==> config.mk <==
export PLATFORM = sky130hd
export DESIGN_NAME = row_scan_shifter
export DESIGN_NICKNAME = d
export VERILOG_FILES = /design/src/rtl/rss_pkg.sv /design/src/rtl/rss_chain.sv /design/src/rtl/rss_carry.sv /design/src/rtl/rss_outgate.sv /design/src/rtl/row_scan_shifter.sv
export SDC_FILE = /design/constraint.sdc
export NUM_CORES = 1
export LEC_CHECK = 0
export BUFFER_PORTS_ARGS = -buffer_cell sky130_fd_sc_hd__buf_4
export CORE_MARGIN = 2
export CORE_UTILIZATION = 50
export CTS_CLUSTER_DIAMETER = 120
export CTS_CLUSTER_SIZE = 12
export DETAILED_ROUTE_END_ITERATION = 6
export GPL_TIMING_DRIVEN = 1
export PLACE_DENSITY = 0.78
export SLEW_MARGIN = 20
export SYNTH_ARGS = -nofsm -noshare
export SYNTH_HDL_FRONTEND = slang
export SYNTH_SLANG_ARGS = --single-unit
==> constraint.sdc <==
create_clock -name clk -period 1.15 [get_ports clk]
set_input_delay 0.115 -clock clk [delete_from_list [all_inputs] [get_ports clk]]
set_output_delay 0.115 -clock clk [all_outputs]
set_load 0.03 [all_outputs]
==> src/rtl/rss_pkg.sv <==
`timescale 1ns/1ps
package rss_pkg;
  typedef enum logic {
    SCAN_DOWN = 1'b0,
    SCAN_UP   = 1'b1
  } scan_dir_e;

  function automatic bit in_bypass(input int idx, input int lo, input int cnt);
    return (idx >= lo) && (idx < lo + cnt);
  endfunction
endpackage

==> src/rtl/rss_chain.sv <==
`timescale 1ns/1ps
module rss_chain #(
  parameter int N_LINES   = 350,
  parameter int BYP_LO    = 170,
  parameter int BYP_COUNT = 8
) (
  input  logic               clk,
  input  logic               rst,
  input  rss_pkg::scan_dir_e dir,
  input  logic               full_mode,
  input  logic               din_up,
  input  logic               din_dn,
  output logic [N_LINES-1:0] stg
);
  localparam int BYP_HI = BYP_LO + BYP_COUNT - 1;

  for (genvar i = 0; i < N_LINES; i++) begin : g_stage
    logic up_src;
    logic dn_src;

    if (i == 0) begin : g_up_first
      assign up_src = din_up;
    end else if (i == BYP_HI + 1) begin : g_up_join
      assign up_src = full_mode ? stg[i-1] : stg[BYP_LO-1];
    end else begin : g_up_plain
      assign up_src = stg[i-1];
    end

    if (i == N_LINES - 1) begin : g_dn_first
      assign dn_src = din_dn;
    end else if (i == BYP_LO - 1) begin : g_dn_join
      assign dn_src = full_mode ? stg[i+1] : stg[BYP_HI+1];
    end else begin : g_dn_plain
      assign dn_src = stg[i+1];
    end

    if (rss_pkg::in_bypass(i, BYP_LO, BYP_COUNT)) begin : g_byp
      always_ff @(posedge clk) begin
        if (rst || !full_mode) stg[i] <= 1'b0;
        else                   stg[i] <= (dir == rss_pkg::SCAN_UP) ? up_src : dn_src;
      end
    end else begin : g_act
      always_ff @(posedge clk) begin
        if (rst) stg[i] <= 1'b0;
        else     stg[i] <= (dir == rss_pkg::SCAN_UP) ? up_src : dn_src;
      end
    end
  end
endmodule

==> src/rtl/rss_carry.sv <==
`timescale 1ns/1ps
module rss_carry #(
  parameter int N_LINES = 350
) (
  input  logic               clk,
  input  logic               rst,
  input  rss_pkg::scan_dir_e dir,
  input  logic [N_LINES-1:0] stg,
  output logic               carry
);
  logic last_bit;
  assign last_bit = (dir == rss_pkg::SCAN_UP) ? stg[N_LINES-1] : stg[0];

  always_ff @(negedge clk) begin
    if (rst) carry <= 1'b0;
    else     carry <= last_bit;
  end
endmodule

==> src/rtl/rss_outgate.sv <==
`timescale 1ns/1ps
module rss_outgate #(
  parameter int N_LINES   = 350,
  parameter int BYP_LO    = 170,
  parameter int BYP_COUNT = 8
) (
  input  logic               blank,
  input  logic               full_mode,
  input  logic [N_LINES-1:0] stg,
  output logic [N_LINES-1:0] rows
);
  logic [N_LINES-1:0] keep;

  for (genvar i = 0; i < N_LINES; i++) begin : g_mask
    if (rss_pkg::in_bypass(i, BYP_LO, BYP_COUNT)) begin : g_b
      assign keep[i] = full_mode;
    end else begin : g_k
      assign keep[i] = 1'b1;
    end
  end

  assign rows = blank ? '0 : (stg & keep);
endmodule

==> src/rtl/row_scan_shifter.sv <==
`timescale 1ns/1ps
module row_scan_shifter #(
  parameter int N_LINES   = 350,
  parameter int BYP_LO    = 170,
  parameter int BYP_COUNT = 8
) (
  input  logic               clk,
  input  logic               rst,
  input  logic               dir_up,
  input  logic               full_mode,
  input  logic               blank,
  input  logic               pin_a_in,
  input  logic               pin_b_in,
  output logic               pin_a_out,
  output logic               pin_b_out,
  output logic               pin_a_oe,
  output logic               pin_b_oe,
  output logic [N_LINES-1:0] rows
);
  rss_pkg::scan_dir_e dir;
  logic [N_LINES-1:0] stg;
  logic               carry;

  assign dir = dir_up ? rss_pkg::SCAN_UP : rss_pkg::SCAN_DOWN;

  rss_chain #(.N_LINES(N_LINES), .BYP_LO(BYP_LO), .BYP_COUNT(BYP_COUNT)) u_chain (
    .clk(clk), .rst(rst), .dir(dir), .full_mode(full_mode),
    .din_up(pin_a_in), .din_dn(pin_b_in), .stg(stg)
  );

  rss_carry #(.N_LINES(N_LINES)) u_carry (
    .clk(clk), .rst(rst), .dir(dir), .stg(stg), .carry(carry)
  );

  rss_outgate #(.N_LINES(N_LINES), .BYP_LO(BYP_LO), .BYP_COUNT(BYP_COUNT)) u_gate (
    .blank(blank), .full_mode(full_mode), .stg(stg), .rows(rows)
  );

  assign pin_a_oe  = (dir == rss_pkg::SCAN_DOWN);
  assign pin_b_oe  = (dir == rss_pkg::SCAN_UP);
  assign pin_a_out = carry;
  assign pin_b_out = carry;
endmodule

==> results.md <==
- Pin count of the biggest net entering global routing: 63
- Cell Area, Synth: around 15000 um^2
- Hold Startpoint: rst
- Met3 routed WL: 4.39 mm
- Die ar.: 30800 um^2
- Rows: 62
- Area delta synth->final: 77.9%
- Synth Area per Inst: around 9.6 um^2
- Crit path cell chain: buf_6
- Initial antenna violation count: 0
- RSZ-0062 raised after global routing: yes
- H-tree Lvls: 2
- Worst EP arrival: ~1.6 ns
- Max FO, Critical Path: 2
- Leak pwr: roughly 12 nW
- I/O pins: between 300 and 400
- Non-filler cells, final: about 2600
- CTS buffer count: 35
- Final setup TNS: -39.76 ns
- Violated checks: negative setup slack
- Vias per cell: around 5.7
- Post-route ant nets: 0
- First-pass GRT wire length: a little over 80 mm
- Clock sinks: ~350
- Top sig layer: met4
- M1 WL: ~23 mm
- Width of the die: roughly 180 um
- Vias in the first global route: 14700
- Seq. cell area: ~7500 um^2
- Setup Viol. Count Final: 354
- CTS Root Cell: clkbuf_16
- CTS max path bufs: 3
- First-pass detailed-route iteration total: 5
- Worst setup path start: u_carry.carry$_SDFF_NP0_
- Max_cap viols: 0
- Final wirelength: 65.6 mm
- Die Y: between 150 and 200 um
- Synthesized net count: about 1500
- Core ar.: 28900 um^2
- Cell taking the most area after synthesis: dfxtp_1
- Total track usage: approximately 33%
- Clk slew on worst S/H paths: ~0.060 ns
- Buf/Inv on CP: 1
- Iteration-0 DRC Markers: 1007
- Worst reg2reg path startpoint: u_chain.g_stage[348].dn_src$_SDFF_PP0_
- Hold Path Class: in -> reg
- Synth Register Bits: 351
- Synth unique cells: 13
- Status: complete, but fails checks
- Buffers on Ports: 360
- Critical path's slowest cell: dfxtp_4
- CP endpoint kind: output pin
- Crit path launch type: flop
- Vias: ~15000
- Worst vdd ir: ~1.1 mV
- DR WL/cell: approximately 25 um
- Slew @ Worst Pin: a little under 0.5 ns
- Slew Viols, Final: 0
- Sequential cell area fraction in the yosys report: between 40% and 50%
- Share of post-route cells with drive strength above 1: 67.8%
- GR Overflow Total: 0
- Routed length on met2: 33.3 mm
- Worst Path Required: between 1 and 1.5 ns
- Top cells by area, synth: dfxtp_1, mux2i_1, nor2b_1
- Power Density: 945 nW/um^2
- Cells after DPL: 2206
- Nets: 2254
- DRC: 0
- Final worst slack: -0.595 ns
- Post-synth top area share: a little under half
- Antenna diode count: 0
- Final HPWL DP: around 26 mm
- Skew final: between 0.05 and 0.06 ns
- Worst-Skew Late Latency: 0.57 ns
- Final GP Congestion: slightly above 0.8
- Crit path largest cell delay: between 0.3 and 0.4 ns
- Hold Violations, Final: 0
- Power Total: 0.0247 W
- Crit Path Class: reg -> out
- Ys Warns: 0
- Crit-path leading delay family: flip-flops
- CTS tree: yes
- Mapped Cells: 1527
- Slew headroom: about two thirds
- Multi-input gate area: 9570 um^2
- FILL cells: 933
- Starting density of the core: 51.0%
-- per-stage QoR --
stage | setup WS, ns | area [um^2] | hold slack, ns | util (%)
after detailed placement | -0.0390 | 18300 | 0.377 | 63.3
after global routing | -0.607 | 26200 | 0.0550 | 90.8
final | -0.595 | 26200 | 0.0438 | 90.8
after floorplan | -0.101 | 15100 | 0.259 | -
after CTS | -0.596 | 24600 | 0.0196 | 85.1
after global placement | -0.0238 | 18300 | 0.369 | 63.3
-- worst min-delay path, delay by kind of cell --
| kind | cells | cell delay (ns) |
|---|---|---|
| and+or+nand+nor | 1 | 0.07 |
| buffers and inverters | 2 | 0.32 |
-- worst paths after layout --
check / slack (ns) / endpoint / cells past startpoint
max: -0.60 / pin_b_out / 1
min: 0.04 / u_chain.g_stage[67].dn_src$_SDFF_PP0_ / 3
max reg2reg: -0.15 / u_carry.carry$_SDFF_NP0_ / 3
min reg2reg: 0.52 / u_chain.g_stage[134].dn_src$_SDFF_PP0_ / 2
-- cell type report --
type / instances / area share, %
Inverter: 1 / 0.0143
Multi-Input combinational cell: 1056 / 36.5
Clock inverter: 2 / 0.0573
Clock buffer: 44 / 3.64
Sequential cell: 351 / 28.6
Timing Repair Buffer: 801 / 29.4
Tap cell: 384 / 1.83
-- logic make-up after synthesis --
family	count (synthesis)	synth area share [%]
mux	351	23.9
simple gates	703	23.9
compound gates	2	0.102
buf+inv	120	4.36
flops	351	47.7
-- placed cells by master, fill, tap and decap left out --
master	n
nor2_1	350
dlygate4sd3_1	2
inv_8	1
a211oi_1	2
clkbuf_16	40
buf_16	3
mux2i_1	351
nor2b_2	1
buf_6	348
nor2b_1	11
clkbuf_1	7
dfxtp_4	5
dfxtp_2	346
nor2b_4	332
and2_4	8
buf_12	19
inv_1	2
nand2b_1	1
buf_4	423
buf_8	3
-- state kept, by name (all words and copies together), names as in the netlist --
name,cells
u_chain.g_stage.up_src,6
u_chain.g_stage.dn_src,344
u_carry.carry,1
-- where the power goes --
part           internal (W)  leakage (nW)  switching (W)
Combinational      0.000585          8.08        0.00121
Clock               0.00579         0.476        0.00501
Sequential           0.0121          3.01      0.0000130
Total                0.0185          11.6        0.00623
-- per-layer routing --
layer	track usage, %	vias to the layer above
li1	-	6338
met1	38.0	7361
met2	60.7	906
met3	5.17	361
met4	16.8	0
met5	0	-
-- Yosys cell counts, drive strengths merged --
cell type  instances
dfxtp            351
nor2             350
a211oi             2
inv                2
and2               8
clkbuf            53
nand2b             1
buf               65
mux2i            351
nor2b            344
-- timing repair --
action / in CTS / in global routing
setup endpoints to repair: 352 / 353
setup buffers: 319 / 64
hold endpoints to repair: 2 / 0
pin swaps: 0 / 1
resized for setup: 950 / 268
hold buffers: 2 / 0
gates cloned: 0 / 3
(Power assumes the default switching activity.)
